### src/rtl/wcr_pkg.sv
package wcr_pkg;
    localparam int unsigned BYTE_W = 8;

    typedef logic [BYTE_W-1:0] byte_t;

    typedef enum logic [1:0] {
        FS_IDLE = 2'd0,
        FS_EVEN = 2'd1,
        FS_ODD  = 2'd2
    } fetch_state_e;

    typedef struct packed {
        logic start;
        logic advance;
        logic abort;
        logic send_shadow;
    } wcr_ctl_t;

    typedef struct packed {
        logic  load;
        byte_t data;
    } tx_slot_t;

    function automatic logic is_fetching(fetch_state_e s);
        return s != FS_IDLE;
    endfunction
endpackage

### src/rtl/wcr_msg_tracker.sv
module wcr_msg_tracker
    import wcr_pkg::*;
(
    input  logic     clk,
    input  logic     rst,
    input  logic     rd_cmd,
    input  logic     msg_end,
    input  logic     byte_req,
    input  logic     shadow_valid,
    input  logic     fetch_busy,
    output wcr_ctl_t ctl
);
    logic in_msg_q;
    logic quiet;

    always_ff @(posedge clk) begin
        if (rst)          in_msg_q <= 1'b0;
        else if (rd_cmd)  in_msg_q <= 1'b1;
        else if (msg_end) in_msg_q <= 1'b0;
    end

    assign quiet = !rd_cmd && !msg_end;

    always_comb begin
        ctl.start       = rd_cmd;
        ctl.abort       = msg_end && !rd_cmd;
        ctl.send_shadow = byte_req && in_msg_q && shadow_valid && quiet;
        ctl.advance     = byte_req && in_msg_q && !shadow_valid && !fetch_busy && quiet;
    end
endmodule

### src/rtl/wcr_fetch_engine.sv
module wcr_fetch_engine
    import wcr_pkg::*;
#(
    parameter int unsigned AW = 8
) (
    input  logic          clk,
    input  logic          rst,
    input  wcr_ctl_t      ctl,
    input  logic [AW-1:0] start_addr,
    input  logic          ram_gnt,
    output logic          ram_req,
    output logic [AW-1:0] ram_addr,
    output logic          cpu_stall,
    output logic          even_vld,
    output logic          odd_vld,
    output logic          busy
);
    localparam logic [AW-1:0] STEP = AW'(2);
    localparam logic [AW-1:0] LSB  = AW'(1);

    fetch_state_e  state_q;
    logic [AW-1:0] base_q;
    logic          pend_even_q;
    logic          pend_odd_q;
    logic          kill;

    assign kill = ctl.start || ctl.abort;

    always_ff @(posedge clk) begin
        if (rst) begin
            state_q     <= FS_IDLE;
            base_q      <= '0;
            pend_even_q <= 1'b0;
            pend_odd_q  <= 1'b0;
        end else begin
            pend_even_q <= (state_q == FS_EVEN) && ram_gnt && !kill;
            pend_odd_q  <= (state_q == FS_ODD) && ram_gnt && !kill;
            if (ctl.start) begin
                state_q <= FS_EVEN;
                base_q  <= start_addr & ~LSB;
            end else if (ctl.abort) begin
                state_q <= FS_IDLE;
            end else if (ctl.advance) begin
                state_q <= FS_EVEN;
                base_q  <= base_q + STEP;
            end else begin
                unique case (state_q)
                    FS_EVEN: if (ram_gnt) state_q <= FS_ODD;
                    FS_ODD:  if (ram_gnt) state_q <= FS_IDLE;
                    default: state_q <= FS_IDLE;
                endcase
            end
        end
    end

    assign ram_req   = is_fetching(state_q);
    assign ram_addr  = (state_q == FS_ODD) ? (base_q | LSB) : base_q;
    assign cpu_stall = ram_req && ram_gnt;
    assign even_vld  = pend_even_q;
    assign odd_vld   = pend_odd_q;
    assign busy      = ram_req || pend_even_q || pend_odd_q;
endmodule

### src/rtl/wcr_shadow_reg.sv
module wcr_shadow_reg
    import wcr_pkg::*;
(
    input  logic  clk,
    input  logic  rst,
    input  logic  clr,
    input  logic  capture,
    input  logic  consume,
    input  byte_t din,
    output byte_t dout,
    output logic  valid
);
    byte_t data_q;
    logic  valid_q;

    always_ff @(posedge clk) begin
        if (rst) begin
            data_q  <= '0;
            valid_q <= 1'b0;
        end else begin
            if (capture) data_q <= din;
            if (clr)          valid_q <= 1'b0;
            else if (capture) valid_q <= 1'b1;
            else if (consume) valid_q <= 1'b0;
        end
    end

    assign dout  = data_q;
    assign valid = valid_q;
endmodule

### src/rtl/wcr_prefetch.sv
module wcr_prefetch
    import wcr_pkg::*;
#(
    parameter int unsigned AW = 8
) (
    input  logic          clk,
    input  logic          rst,
    input  logic          rd_cmd,
    input  logic [AW-1:0] rd_addr,
    input  logic          byte_req,
    input  logic          msg_end,
    output logic          ram_req,
    output logic [AW-1:0] ram_addr,
    input  logic          ram_gnt,
    input  logic [7:0]    ram_rdata,
    output logic          cpu_stall,
    output logic          scl_hold,
    output logic          tx_load,
    output logic [7:0]    tx_data
);
    wcr_ctl_t ctl;
    logic     shadow_valid;
    byte_t    shadow_data;
    logic     even_vld;
    logic     odd_vld;
    logic     busy;
    tx_slot_t tx_q;
    tx_slot_t tx_d;

    wcr_msg_tracker u_track (
        .clk          (clk),
        .rst          (rst),
        .rd_cmd       (rd_cmd),
        .msg_end      (msg_end),
        .byte_req     (byte_req),
        .shadow_valid (shadow_valid),
        .fetch_busy   (busy),
        .ctl          (ctl)
    );

    wcr_fetch_engine #(.AW(AW)) u_fetch (
        .clk        (clk),
        .rst        (rst),
        .ctl        (ctl),
        .start_addr (rd_addr),
        .ram_gnt    (ram_gnt),
        .ram_req    (ram_req),
        .ram_addr   (ram_addr),
        .cpu_stall  (cpu_stall),
        .even_vld   (even_vld),
        .odd_vld    (odd_vld),
        .busy       (busy)
    );

    wcr_shadow_reg u_shadow (
        .clk     (clk),
        .rst     (rst),
        .clr     (ctl.start || msg_end),
        .capture (odd_vld && !ctl.start && !msg_end),
        .consume (ctl.send_shadow),
        .din     (ram_rdata),
        .dout    (shadow_data),
        .valid   (shadow_valid)
    );

    always_comb begin
        tx_d.load = (even_vld && !ctl.start && !ctl.abort) || ctl.send_shadow;
        tx_d.data = even_vld ? ram_rdata : shadow_data;
    end

    always_ff @(posedge clk) begin
        if (rst) begin
            tx_q <= '0;
        end else begin
            tx_q.load <= tx_d.load;
            if (tx_d.load) tx_q.data <= tx_d.data;
        end
    end

    assign tx_load  = tx_q.load;
    assign tx_data  = tx_q.data;
    assign scl_hold = busy;
endmodule

### config.mk
export PLATFORM = sky130hd
export DESIGN_NAME = wcr_prefetch
export DESIGN_NICKNAME = d
export VERILOG_FILES = /design/src/rtl/wcr_pkg.sv /design/src/rtl/wcr_msg_tracker.sv /design/src/rtl/wcr_fetch_engine.sv /design/src/rtl/wcr_shadow_reg.sv /design/src/rtl/wcr_prefetch.sv
export SDC_FILE = /design/constraint.sdc
export NUM_CORES = 1
export LEC_CHECK = 0
export ABC_CLOCK_PERIOD_IN_PS = 5100
export BUFFER_PORTS_ARGS = -buffer_cell sky130_fd_sc_hd__clkbuf_2
export CAP_MARGIN = 15
export CORE_MARGIN = 5
export CORE_UTILIZATION = 40
export CTS_CLUSTER_SIZE = 12
export DETAILED_ROUTE_END_ITERATION = 7
export PLACE_DENSITY = 0.65
export SETUP_SLACK_MARGIN = 0.2
export SLEW_MARGIN = 15
export SYNTH_ARGS = -nofsm -noshare
export SYNTH_HDL_FRONTEND = slang
export SYNTH_HIERARCHICAL = 1
export SYNTH_SLANG_ARGS = --single-unit
### constraint.sdc
create_clock -name clk -period 5.1 [get_ports clk]
set_clock_uncertainty 0.2 [all_clocks]
set_input_delay 1.02 -clock clk [delete_from_list [all_inputs] [get_ports clk]]
set_output_delay 1.02 -clock clk [all_outputs]
set_load 0.005 [all_outputs]
; ---- Word level (Yosys, flattened, before mapping)
; Index checks and enable logic that the tools add are counted.
[op_classes]
div_mod_pow = 0
order_cmp = 0
eq_ne = 7
n_mux = 15
bitwise = 1
multipliers = 0
n_shift = 0
n_reduce_logical = 39
addsub = 1
[op_table]
columns = cell, n
row1 = 8-bit 2-to-1 mux, 4
row2 = 1-bit logical AND, 17
row3 = 5-bit != test (second input constant), 2
row4 = 8-bit by 2-bit adder with 8-bit output (second input constant), 1
row5 = 1-bit 2-to-1 mux, 8
row6 = 2-bit AND reduction, 4
row7 = 2-bit nonzero test, 4
row8 = 1-bit zero test, 6
row9 = 2-bit != test (second input constant), 3
row10 = 1-bit logical OR, 5
row11 = 2-bit 2-to-1 mux, 2
row12 = 2-bit one-hot mux with 2 select lines, 1
row13 = 2-bit OR reduction, 2
row14 = 4-bit OR reduction, 1
row15 = 2-bit by 1-bit equality test with 1-bit output (second input constant), 1
row16 = 2-bit equality test (second input constant), 1
row17 = 1-bit inverter, 1
[word_totals]
elab_cells = 74
ram_bits = 0
romBits = 0
mem_count = 0
register_bits = 31
latchBits = 0

; ---- Longest topological paths before layout
[depth]
word_depth = 9
depth_mapped = 6

; ---- Cells and area by module
; The synthesis kept the hierarchy.
[modules_own_cells]
columns = module, cells_each, seq_area_each_um2, n_inst, area_per_inst_um2
row1 = wcr_fetch_engine, 60, 220.2, 1, 558.0
row2 = wcr_prefetch, 43, 180.2, 1, 452.9
row3 = wcr_shadow_reg, 30, 180.2, 1, 324.1
row4 = wcr_msg_tracker, 10, 20.0, 1, 77.6

; ---- Worst setup path after synthesis
; No wires, ideal clock.
[synth_timing]
path_type = input-to-reg
start = input port msg_end
end = register u_fetch.base_q[7]
arrival_time_ns = 2.208
setup_ns = 0.088
path_stages = 5
slack_ns = 2.604
n_path_buf = 0
t_required_ns = 4.812
cell_sequence = nand4bb_1 nor3_2 nand3b_4 or3_1 a311oi_2
[synth_rtl]
columns = element, line_no
row1 = start: declaration, wcr_prefetch.sv:11  ; input logic msg_end,
row2 = end signal: assignment, wcr_fetch_engine.sv:40  ; base_q <= start_addr & ~LSB;
row3 = end signal: assignment, wcr_fetch_engine.sv:45  ; base_q <= base_q + STEP;
row4 = end: declaration, wcr_fetch_engine.sv:22  ; logic [AW-1:0] base_q;

; ---- Final worst setup path
[layout_timing]
start = register u_fetch.pend_even_q, in the netlist u_fetch/even_vld
end = output port scl_hold
[layout_between]
elab_chain_cells = 2
[layout_rtl]
columns = element, line_no
row1 = start: declaration, wcr_fetch_engine.sv:23  ; logic pend_even_q;
row2 = start signal: assignment, wcr_fetch_engine.sv:36  ; pend_even_q <= (state_q == FS_EVEN) && ram_gnt && !kill;
row3 = 1-bit logical OR (2 in a row), wcr_fetch_engine.sv:61  ; assign busy = ram_req || pend_even_q || pend_odd_q;
row4 = end: declaration, wcr_prefetch.sv:17  ; output logic scl_hold,
; Every way passes these cells.

==> results.yml <==
yosys:
  yosysWarnings: 6
  synth_area_per_cell_sq_um: 9.88
  synth_cells: 143
  synth_area_sq_mm: 0.00141
  synth_seq_cells: 30
  ys_types: 43
  synth_nets: 166
  seq_area_frac_synth_pct: 42.5
placement:
  detailed_place_hpwl_mm: 2.34
  placed_cells: 223
  gp_congestion: 0.726
  pre_cts_ws_ns: 2.20
  io_buffers: 40
grt:
  grt_max_degree: 22
  antenna_found_initial: 0
  gr-total-overflow: 0
  grt_pass1_wl_mm: 5.34
  grt_pass1_vias: 1193
  track_usage_pct: 13.4
drt:
  ant_nets: 0
  drt-initial-drc-count: 76
  drcViolationCount: 0
  drt-total-wl_mm: 3.11
  num_vias: 1173
  drt_pre_antenna_iters: 4
  wire_per_inst_um: 13.5
  vias_per_cell: 5.10
worst_setup_path:
  cp-end-kind: "output pin"
  cp-start-kind: "register"
  worstPathRequired_ns: 3.88
  critical_path_class: "reg -> out"
  r2r_start: "u_fetch/even_vld"
  cp-startpoint: "u_fetch/even_vld"
  crit_fanout: 11
  worstPathArrival_ns: 1.41
sta:
  grt_setup_unrepaired: "no"
  hold_viol: 0
  worstMarginPinSlew_ns: 0.893
  setup_viol: 0
  maxSlewViolCount: 0
  finalCriticalPeriod_ns: 2.63
  maxClockFrequency_mhz: 380
  max-slew-margin-rel_pct: 40.2
  fin_setup_tns_ns: 0
  fin_crit_sh_pct: 51.6
  fin_ws_ns: 2.47
clocking:
  postCtsSetupRepairBufs: 0
  clkSinkCount: 30
  cts-hold-fix-buffers: 0
  clk_latency_ns: 0.32
  cts_buffers: 5
  cts_root_buf: "clkbuf_4"
  cts_resized: 0
  h-tree-depth: 2
  clock_tree.buffer_depth: 2
  cts.reportedPaths.clkPinSlew_ns: 0.09
  cts_tree: "done"
die:
  die_y_um: 69.4
  rows: 21
  die_x_um: 69.4
  ios: 42
  core-area_sq_mm: 0.00339
  dieArea_sq_mm: 0.00482
  start_util_pct: 41.7
final_layout:
  stdcell_count: 230
  fin_util_pct: 49.4
  drive_gt1_share_pct: 29.3
  layout_common_cells: "clkbuf_2, dfxtp_1, mux2i_1"
  layout-area-overhead-vs-synth_pct: 18.4
  layout_commonest_cell: "clkbuf_2"
  diodes: 0
  nets: 207
run_status:
  status: "complete, no violations"
pwr:
  peakVddDrop_mv: 0.0980
  powerDensity_mw_per_mm2: 250
  power.total_uw: 417
  p_leak_uw: 0.000798
job:
  cap_violations: 0
worst_hold_path:
  hp-class: "reg -> reg"
  min-delay-start: "u_track/in_msg_q"
-- where the power goes --
group / internal (uW) / total, uW / switching [uW]
logic: 20.6 / 42.3 / 21.7
clock network: 51.9 / 129 / 76.9
registers: 240 / 246 / 6.35
total: 313 / 417 / 105
-- layout make-up --
| cell class | instances | area (sq um) |
|---|---|---|
| repair buffers | 40 | 200 |
| fillers | 330 | 1720 |
| clock buffers | 7 | 45.0 |
| multi-input cells | 99 | 739 |
| inverters | 8 | 30.0 |
| flip-flops and latches | 30 | 601 |
| well taps | 46 | 57.6 |
-- per-stage QoR --
step | hold WS [ns] | instance area [sq um]
CTS | 0.277 | 1670
global placement | 0.257 | 1630
global route | 0.314 | 1670
finish | 0.280 | 1670
detailed placement | 0.265 | 1630
floorplan | 0.243 | 1410
-- routing by layer --
layer | up-vias | track usage [%] | part of all wire [%]
li1 | 596 | - | -
met1 | 534 | 16.2 | 46
met2 | 37 | 20.9 | 45
met3 | 6 | 6.23 | 7.3
met4 | 0 | 4.56 | 1.4
met5 | - | 0 | 0
-- worst max-delay path: stages (launching register included) --
cell and delay (ns):
dfxtp_1 0.49, or3_1 0.47, clkbuf_2 0.13
-- flip-flops by register name, summed over array words and instances (netlist names) --
signal and flops:
u_fetch/odd_vld 1, tx_load 1, u_shadow/dout 8, u_shadow/valid 1
u_fetch/base_q 7, u_track/in_msg_q 1, u_fetch/state_q 2, tx_data 8
u_fetch/even_vld 1
-- worst paths after layout --
| check | end | slack, ns | cells past startpoint |
|---|---|---|---|
| worst min register to register | u_track/in_msg_q | 0.28 | 2 |
| worst max register to register | u_fetch/base_q[6] | 2.63 | 5 |
| worst min-delay path | u_track/in_msg_q | 0.28 | 2 |
| worst max-delay path | scl_hold | 2.47 | 2 |
-- Yosys cell counts (all sizes together) --
cell type | count | area [sq um]
nor3 | 2 | 15.0
o21ai | 12 | 60.1
a31oi | 1 | 6.26
and3 | 2 | 12.5
or3 | 4 | 25.0
nand4b | 1 | 8.76
a211oi | 3 | 22.5
xnor2 | 2 | 17.5
clkbuf | 2 | 7.51
ha | 1 | 12.5
inv | 8 | 30.0
o21a | 1 | 7.51
a21oi | 3 | 15.0
nor2b | 4 | 25.0
a221oi | 1 | 15.0
and2b | 1 | 7.51
and2 | 1 | 6.26
nor2 | 16 | 60.1
or3b | 1 | 11.3
buf | 4 | 35.0
mux2i | 18 | 180
o211a | 8 | 80.1
a311oi | 2 | 23.8
o21bai | 2 | 15.0
nand3b | 1 | 20.0
nand3 | 1 | 5.00
o31a | 1 | 8.76
nor3b | 3 | 27.5
nand4 | 1 | 6.26
nand4bb | 1 | 11.3
dfxtp | 30 | 601
nand2b | 1 | 6.26
nand2 | 2 | 15.0
or2 | 2 | 12.5
-- cells by family after synthesis --
group           count (synthesis)  synth area share [%]
compound gates                 34                  18.0
xor+xnor                        2                  1.24
fa+ha+maj                       1                 0.886
buf+inv                        14                  5.14
flops                          30                  42.5
mux                            18                  12.8
simple gates                   44                  19.5
No activity file was read; power rests on OpenSTA's default activity.
